<file path="src/rtl/crc_serial_unit.sv">
module crc_serial_unit #(
  parameter int W = 8,
  parameter logic [W-1:0] POLY = 'h31
) (
  input  logic         clk,
  input  logic         rst_n,
  input  logic         start,
  input  logic         mode,
  input  logic         din,
  input  logic         din_valid,
  input  logic         din_last,
  output logic         dout,
  output logic         dout_valid,
  output logic         done,
  output logic [W-1:0] rem,
  output logic         err
);
  localparam int CW = $clog2(W) + 1;

  typedef enum logic [1:0] {S_IDLE, S_RUN, S_SHIFT} st_t;

  st_t           state;
  logic          mode_q;
  logic          pend_q;
  logic [W-1:0]  rem_q;
  logic [W-1:0]  sreg_q;
  logic [CW-1:0] cnt_q;

  wire         fb     = rem_q[W-1] ^ din;
  wire [W-1:0] rem_nx = {rem_q[W-2:0], 1'b0} ^ (fb ? POLY : '0);

  assign rem        = rem_q;
  assign dout       = sreg_q[W-1];
  assign dout_valid = (state == S_SHIFT);

  always_ff @(posedge clk or negedge rst_n) begin
    if (!rst_n) begin
      state  <= S_IDLE;
      mode_q <= 1'b0;
      pend_q <= 1'b0;
      rem_q  <= '0;
      sreg_q <= '0;
      cnt_q  <= '0;
      err    <= 1'b0;
      done   <= 1'b0;
    end else begin
      done <= 1'b0;
      if (start) begin
        state  <= S_RUN;
        mode_q <= mode;
        pend_q <= 1'b0;
        rem_q  <= '0;
        cnt_q  <= '0;
        err    <= 1'b0;
      end else begin
        if (pend_q) begin
          err    <= |rem_q;
          done   <= 1'b1;
          pend_q <= 1'b0;
        end
        case (state)
          S_RUN: if (din_valid) begin
            rem_q <= rem_nx;
            if (din_last) begin
              if (!mode_q) begin
                sreg_q <= rem_nx;
                cnt_q  <= '0;
                state  <= S_SHIFT;
              end else begin
                pend_q <= 1'b1;
                state  <= S_IDLE;
              end
            end
          end
          S_SHIFT: begin
            sreg_q <= {sreg_q[W-2:0], 1'b0};
            cnt_q  <= cnt_q + 1'b1;
            if (cnt_q == CW'(W - 1)) begin
              state <= S_IDLE;
              done  <= 1'b1;
            end
          end
          default: ;
        endcase
      end
    end
  end
endmodule

</file>
<file path="config.mk">
export PLATFORM = sky130hd
export DESIGN_NAME = crc_serial_unit
export DESIGN_NICKNAME = d
export VERILOG_FILES = /design/src/rtl/crc_serial_unit.sv
export SDC_FILE = /design/constraint.sdc
export NUM_CORES = 1
export LEC_CHECK = 0
export BUFFER_PORTS_ARGS = -buffer_cell sky130_fd_sc_hd__buf_4
export CAP_MARGIN = 20
export CORE_MARGIN = 2
export CORE_UTILIZATION = 49
export DETAILED_ROUTE_END_ITERATION = 8
export GPL_TIMING_DRIVEN = 0
export PLACE_DENSITY = 0.72
export SLEW_MARGIN = 0
export SYNTH_ARGS = -nofsm -noshare
export SYNTH_HDL_FRONTEND = slang
export SYNTH_SLANG_ARGS = --single-unit
export TNS_END_PERCENT = 1
</file>
<file path="constraint.sdc">
create_clock -name clk -period 1.5 [get_ports clk]
set_clock_uncertainty 0.1 [all_clocks]
set_input_delay 0.225 -clock clk [delete_from_list [all_inputs] [get_ports clk]]
set_output_delay 0.225 -clock clk [all_outputs]
set_load 0.01 [all_outputs]
</file>
* Yosys cells after proc, flatten, opt, wreduce, memory -nomap -nowiden *
Index checks and enable logic that the tools add are counted.

storage, ports and cells
  register bits = 26
  output and inout bits = 12

operators by class
  bitwise operators = 3
  eq/ne operators = 10
  $add $sub $neg = 1
  reduce and logical (&&, ||, !) cells = 10
  multiplexer cells = 30

operator list
  cell                 count
  $mux 8               6
  $mux 4               4
  $pmux 8 s2           1
  $mux 1               11
  $mux 2               5
  $ne 3x3->1 const B   3
  $pmux 4 s2           1
  $reduce_and 4->1     2
  $reduce_bool 2->1    4
  $reduce_or 8->1      1
  $xor 8x6->8          1
  $mux 6               1
  $ne 2x2->1 const B   3
  $reduce_and 5->1     1
  $add 4x1->4 const B  1
  $eq 4x3->1 const B   1
  $pmux 2 s2           1
  $ne 3x2->1 const B   1
  $reduce_bool 3->1    1
  $eq 2x1->1 const B   1
  $eq 2x2->1 const B   1
  $reduce_and 2->1     1
  $not 1->1            1
  $xor 1x1->1          1

* Depth between registers and ports, before layout *
Gate-level depths: netlist of run 1.

  word-level depth = 7
  mapped depth = 4
  gate-level depth less buffers = 4

* Worst setup path after synthesis of run 1 *
OpenSTA, ideal clock, no wires.

  path kind = reg-to-reg
  start point = register rem_q[7], in the netlist rem[7]
  end point = register sreg_q[4]
  arrival time = 1.358 ns
  path buffers = 1
  period minus slack after synthesis = 1.579 ns
  stages on the path, launching flop included = 5
  path slack = -0.079 ns
  setup time = 0.121 ns
  cell sequence = dfrtp_1 > buf_2 > xor3_1 > o32a_1 > o22a_1

between the ends
  cells in the longest elaborated chain, start to end = 7

ends and longest elaborated chain
  element                   RTL line  source
  start: declaration        25        logic [W-1:0] rem_q;
  start signal: assignment  63        rem_q <= rem_nx;
  $xor 1x1->1               29        wire fb = rem_q[W-1] ^ din;
  $mux 6                    30        wire [W-1:0] rem_nx = {rem_q[W-2:0], 1'b0} ^ (fb ? POLY : '0);
  $xor 8x6->8               30
  $mux 8                    65        if (!mode_q) begin
  $mux 8                    64        if (din_last) begin
  $mux 8                    62        S_RUN: if (din_valid) begin
  $pmux 8 s2                61        case (state)
  end signal: assignment    66        sreg_q <= rem_nx;
  end signal: assignment    76        sreg_q <= {sreg_q[W-2:0], 1'b0};
  end: declaration          26        logic [W-1:0] sreg_q;

Every way passes these cells. The select of a mux whose other input is x is not followed.
A chain may end at the register's enable or synchronous reset.

* Worst setup path after layout of run 1 *
  start point = register mode_q
  end point = register sreg_q[1]

between the ends
  cells in the longest elaborated chain, start to end = 2

ends and longest elaborated chain
  element                            RTL line  source
  start: declaration                 23        logic mode_q;
  start signal: assignment           50        mode_q <= mode;
  $ne 2x2->1 (no source line)        n/a
  $reduce_and 5->1 (no source line)  n/a

Every way passes these cells.

==> results of run 1 <==
-- path summary, 6_finish.rpt --
kind	end	slack, ns	from
min reg2reg	sreg_q[2]	0.43	sreg_q[2]
min	mode_q	0.01	mode
max	sreg_q[1]	-0.12	mode_q
max reg2reg	sreg_q[1]	-0.12	mode_q
min in group asynchronous	rem[0]	0.21	rst_n
max in group asynchronous	state[0]	0.84	rst_n
-- area by class of cell --
type	count	area, um^2
Multi-Input combinational cell	76	599
Sequential cell	26	651
Tap cell	30	37.5
Timing Repair Buffer	21	176
Clock buffer	3	22.5
Clock inverter	1	30.0
Buffer	6	40.0
Inverter	3	18.8
Fill cell	202	880
-- power by group --
| group | internal (mW) | leakage, nW | total [mW] | switching, mW |
|---|---|---|---|---|
| combinational | 0.149 | 0.330 | 0.263 | 0.114 |
| clock | 0.271 | 0.0279 | 0.489 | 0.218 |
| sequential | 0.766 | 0.344 | 0.815 | 0.0487 |
-- sequential cells by signal (all words and copies together) (netlist names) --
signal and cells:
rem 8, cnt_q 4, done 1, mode_q 1, state 2, sreg_q 8
pend_q 1, err 1
-- per-layer routing --
metal | vias to the layer above | part of all wire (%)
met5 | - | 0
met4 | 0 | 1.7
met3 | 4 | 6.9
met2 | 45 | 47
met1 | 506 | 44
li1 | 455 | -
-- placed cells by master (no fill, tap or decap), types with 3 or more instances in the layout --
cell	count
a21oi_1	10
buf_4	18
nand2_1	16
mux2_4	6
o211ai_1	3
dfrtp_1	26
nor2_1	5
buf_6	3
clkbuf_4	3
mux2_2	6
-- synth_stat cells --
| cell type | n | share of area (%) |
|---|---|---|
| dfrtp_1 | 26 | 52 |
| nand2_1 | 16 | 4.8 |
| mux2_2 | 12 | 11 |
| a21oi_1 | 10 | 4.0 |
| nor2_1 | 5 | 1.5 |
| buf_2 | 3 | 1.2 |
| clkbuf_1 | 3 | 0.90 |
| nand2b_1 | 3 | 1.5 |
| o211ai_1 | 3 | 1.8 |
| inv_1 | 2 | 0.60 |
| nand3_1 | 2 | 0.80 |
| nor4_1 | 2 | 0.99 |
| o22a_1 | 2 | 1.4 |
| o32a_1 | 2 | 1.6 |
| or3_1 | 2 | 0.99 |
| xor3_1 | 2 | 3.8 |
| a211oi_1 | 1 | 0.60 |
| a21o_1 | 1 | 0.60 |
| a2bb2oi_1 | 1 | 0.70 |
| a311oi_1 | 1 | 0.70 |
| a31oi_1 | 1 | 0.50 |
| a41oi_1 | 1 | 0.70 |
| and3b_1 | 1 | 0.70 |
| ha_1 | 1 | 0.99 |
| inv_2 | 1 | 0.30 |
| nand3b_1 | 1 | 0.60 |
| nand4bb_1 | 1 | 0.90 |
| nor3b_1 | 1 | 0.60 |
| o221ai_1 | 1 | 0.70 |
| o22ai_4 | 1 | 1.6 |
| or3b_4 | 1 | 0.90 |
| xnor2_1 | 1 | 0.70 |
-- cells by family after synthesis --
kind of cell,count (synthesis)
and+or+nand+nor,35
DFF,26
AOI/OAI and AO/OA,25
muxes,12
buffers and inverters,9
xor gates and xnor gates,3
adders and majority gates,1
-- critical path, delay by kind of cell (launching register included) --
kind            cells  cell delay (ns)
flops               1             0.43
buf+inv             1             0.16
compound gates      1             0.15
mux                 1             0.30
simple gates        1             0.39
-- stage by stage --
step / total power [mW] / cells / hold slack [ns] / TNS (ns) / setup WS [ns]
CTS: 1.57 / 166 / 0.00493 / -0.681 / -0.0984
detailed placement: 1.05 / 159 / 0.0566 / -1.18 / -0.175
floorplan: 0.962 / 111 / -0.171 / -0.289 / -0.0563
global route: 1.64 / 166 / 0.00578 / -1.51 / -0.170
global placement: 1.04 / 159 / 0.0522 / -1.01 / -0.159
finish: 1.57 / 166 / 0.00987 / -0.887 / -0.123
-- repair_timing --
action,in CTS,in global routing
setup endpoints to repair,13,16
resized for setup,11,4
hold buffers,1,0
pin swaps,2,6
buffers inserted,2,0
endpoints found under the hold margin,26,0
gates cloned,0,0
==> impl_results.md, run 1 <==
* GP Congestion at about 0.7
* Clock Sinks at 26
* Worst Reg2Reg Path Length in Cells at 4
* CTS tree: done
* Via-per-instance ratio at 6.08
* DRC Markers at 0
* RSZ-0062 raised after global routing: yes
* Largest family of logic cells by synthesized area: compound AO/OA/AOI/OAI gates
* Slew @ Worst Pin at roughly 0.51 ns
* Initial antenna violation count at 0
* Hold Vio Cnt, Final at 0
* Die height at ~55 um
* Layout Utilization at roughly 64%
* DP HPWL at roughly 1900 um
* Count of maximum capacitance violations at 0
* Yosys Warn Count at 0
* Post-route setup slack at -0.123 ns
* Mapped Cells at between 100 and 150
* Vias in the first global route at approximately 890
* Met2 Use GR at about a third
* FP Rows at 18
* Critical path class: register to register
* HP Class: input port to register
* IO buf count at 18
* Adder-cell share of the synthesized area at less than 1%
* Crit-path cells: or3b_4 > o22ai_4 > buf_12 > mux2_4
* Die area at around 3000 um^2
* P per Cell Area at 995 nW/um^2
* Post-synthesis mux area share at about 11%
* Tmin final at approximately 1.6 ns
* Total gr overflow at 0
* Slew Viols, Final at 0
* Worst skew pair latency at ~0.33 ns
* Final period utilization at 108%
* GR met3 Demand/Resource at ~3.0%
* # diodes at 0
* Via count at 1,010
* Clock Path Buffers at 2
* Root buf cell: clkbuf_4
* GRT Total Usage at around a fifth
* Layout Nets at around 150
* Core Area at between 2000 and 2500 um^2
* Worst hold stages at 2
* Largest fanout on the critical path at 8
* WL final at around 2800 um
* Synthesized cell area at 1260 um^2
* Outcome: finished, violations left
* I/O Pins at 19
* # setup viols final at 10
* Die width at 54.7 um
* Slowest CP cell: dfrtp_1
* First-pass GRT wire length at about 4300 um
* Post-synth net total at 119
* Critical Path RT at 1.64 ns
* Fmax achieved at about 0.6 GHz
* Xor/xnor share of the synthesized area at approximately 4.5%
* Slew margin rel. at about two thirds
* Clock-pin slew on the worst setup and hold paths at 0.14 ns
* Register area share after synthesis at between 50% and 60%
* DR iter-0 viols at 54
* Placement-stage cell area at between 1000 and 1500 um^2
* Worst IR drop on VDD at between 0.6 and 0.7 mV
* Area grow syn2layout at 25.3%
* Fraction of the mapped netlist area in compound gates at 14.8%
* Share of layout cells above drive strength 1 at between 30% and 40%
* Unique cell type count in the Yosys netlist at 32
* CP max stage delay at about 0.43 ns
* Busiest grt layer: met2
* Arrival time at the worst endpoint at ~1.8 ns
* Leakage at around 0.7 nW
* CP Capture Type: register
* WL per Instance at 16.8 um
* Drt first pass iters at 4
* Grt met1 use at 29.4%
* Clock buffer count from CTS at 3
* Starting Density at between 50 and 60%
* Avg Cell Area, Syn at 11.3 um^2
* Failing checks: setup timing
* Crit path launch type: register
* Simple-gate area share of the yosys netlist at 14.2%
* Yosys reg bits at 26
* H-tree depth at 1
* DRT antenna net count at 0
* Largest net degree at the start of global routing at 27
* Final Instance Area at 1580 um^2
No activity file was read; power rests on OpenSTA's default activity.
==> run 2, diff against run 1 <==
--- a/config.mk
+++ b/config.mk
@@ -11,6 +11,7 @@
 export CORE_UTILIZATION = 49
 export DETAILED_ROUTE_END_ITERATION = 8
 export GPL_TIMING_DRIVEN = 0
+export HOLD_SLACK_MARGIN = 0.08
 export PLACE_DENSITY = 0.72
 export SLEW_MARGIN = 0
 export SYNTH_ARGS = -nofsm -noshare
==> run 2 against run 1 <==
Net effect: the flow still finishes with violations (setup timing); die area stayed put; highest routed layer unchanged; via count down 1.4%; hold slack better by 0.12 ns; final area up 1.8%; sequential share of layout area down 0.74 points.
==> impl_results.md, run 2 (synthesized netlist as in run 1, its figures left out) <==
* GRT Total Usage at 21.2% (+0.52 points)
* Die area at 2990 um^2 (unchanged)
* Core Area at 2450 um^2 (unchanged)
* Initial antenna violation count at 0 (unchanged)
* Final period utilization at 107% (-1.4 points)
* Crit-path cells: buf_4 > nand2b_4 > buf_6 > mux2_2 > mux2_4
* Clock-pin slew on the worst setup and hold paths at 0.14 ns (about the same)
* Largest fanout on the critical path at 10 (+2)
* Vias in the first global route at 924 (+3.6%)
* RSZ-0062 raised after global routing: yes
* Final Instance Area at 1600 um^2 (+1.8%)
* DP HPWL at 1870 um (unchanged)
* Slew Viols, Final at 0 (unchanged)
* Drt first pass iters at 4 (unchanged)
* # setup viols final at 9 (-1)
* Worst IR drop on VDD at 0.701 mV (+2.0%)
* Share of layout cells above drive strength 1 at 32.1% (-0.21 points)
* Fmax achieved at 0.624 GHz (+1.3%)
* Clock Sinks at 26 (unchanged)
* P per Cell Area at 980 nW/um^2 (-1.4%)
* Clock buffer count from CTS at 3 (unchanged)
* Top cell family by delay on the critical path: multiplexers
* Arrival time at the worst endpoint at 1.73 ns (-0.03 ns)
* Root buf cell: clkbuf_4
* Placement-stage cell area at 1440 um^2 (unchanged)
* Critical path class: register to register
* Starting Density at 51.2% (unchanged)
* FP Rows at 18 (unchanged)
* I/O Pins at 19 (unchanged)
* Hold Vio Cnt, Final at 0 (unchanged)
* Hold slack final at 0.129 ns (+0.119 ns)
* GP Congestion at 0.719 (unchanged)
* Worst path buffer plus inverter count at 2 (+1)
* Die width at 54.7 um (unchanged)
* Leakage at 0.718 nW (+2.3%)
* Outcome: finished, violations left
* Tmin final at 1.60 ns (-0.0211 ns)
* WL final at 2770 um (-0.68%)
* CP max stage delay at 0.43 ns (about the same)
* Die height at 54.7 um (unchanged)
* Via count at 996 (-1.4%)
* Post-route setup slack at -0.102 ns (+0.0211 ns)
* Area grow syn2layout at 27.6%
* H-tree depth at 1 (unchanged)
* Slew @ Worst Pin at 0.485 ns (-0.0286 ns)
* CTS tree: done
* Worst skew pair latency at 0.33 ns (about the same)
* Crit path launch type: register
* Slew margin rel. at 67.7% (+1.9 points)
* HP Class: input port to register
* DRC Markers at 0 (unchanged)
* Clock Path Buffers at 2 (unchanged)
* Crit path from: state[1]
* IO buf count at 18 (unchanged)
* Via-per-instance ratio at 5.86 (-3.7%)
* Failing checks: setup timing
* DRT antenna net count at 0 (unchanged)
* Commonest non-fill, non-tap cells in the layout: dfrtp_1 (26), buf_4 (20), nand2_1 (16)
* Count of maximum capacitance violations at 0 (unchanged)
* First-pass GRT wire length at 4460 um (+2.9%)
* # diodes at 0 (unchanged)
* Slowest CP cell: dfrtp_1
* CP Capture Type: register
* Hold Startpoint: din
* Filler cells at 193 (-4.5%)
* WL per Instance at 16.3 um (-3.0%)
* Total gr overflow at 0 (unchanged)
* Largest net degree at the start of global routing at 27 (unchanged)
* Total Power at 1.57 mW (+0.35%)
* DR iter-0 viols at 10 (-81%)
* Critical Path RT at 1.63 ns (about the same)
* FF-to-FF Start: state[1]
* Layout Nets at 149 (+2.8%)
* Most common cell after layout, fill and taps aside: dfrtp_1
* Layout Utilization at 65.3% (+1.2 points)
==> run 2: metal layers <==
layer / wire length [um] / GRT usage (%)
met4: 41 / 7.50
met1: 1260 / 30.1
met2: 1340 / 33.1
met5: 0 / 0
met3: 132 / 2.73
==> run 2: path summary, 6_finish.rpt <==
check,endpoint,slack [ns],cells past startpoint
worst min register to register,sreg_q[2],0.43,1
worst max-delay path,sreg_q[7],-0.10,5
min in group asynchronous,rem[7],0.22,2
max in group asynchronous,sreg_q[0],0.83,2
worst min-delay path,rem[0],0.13,3
worst max register to register,sreg_q[7],-0.10,5
==> run 2: layout make-up <==
cell class,count,area [um^2],share of cell area (%)
Inverter,3,13.8,0.858
Multi-Input combinational cell,76,599,37.4
Clock inverter,1,30.0,1.87
Buffer,6,40.0,2.50
Tap cell,30,37.5,2.34
Timing Repair Buffer,25,210,13.1
Sequential cell,26,651,40.6
Clock buffer,3,22.5,1.40
==> run 2: power breakdown <==
group	total [mW]	switching, mW	internal (mW)
Combinational	0.271	0.116	0.155
Sequential	0.814	0.0475	0.766
Clock	0.488	0.217	0.270
Total	1.57	0.381	1.19
==> run 2: timing repair <==
item,CTS,global route
hold buffers,4,0
resized for setup,11,0
pin swaps,2,1
setup endpoints to repair,13,15
endpoints found under the hold margin,28,0
setup buffers,2,1
==> run 2: tightest hold or removal path: cells and delay by family <==
family | cells | cell delay, ns
buffers and inverters | 1 | 0.10
xor gates and xnor gates | 1 | 0.13
AOI/OAI and AO/OA | 1 | 0.07
==> run 2: stage by stage <==
step                worst slack, ns  std cells  TNS (ns)
detailed placement           -0.175        159     -1.18
global route                 -0.140        170     -1.14
global placement             -0.159        159     -1.01
finish                       -0.102        170    -0.653
CTS                         -0.0984        169    -0.681
floorplan                   -0.0563        111    -0.289
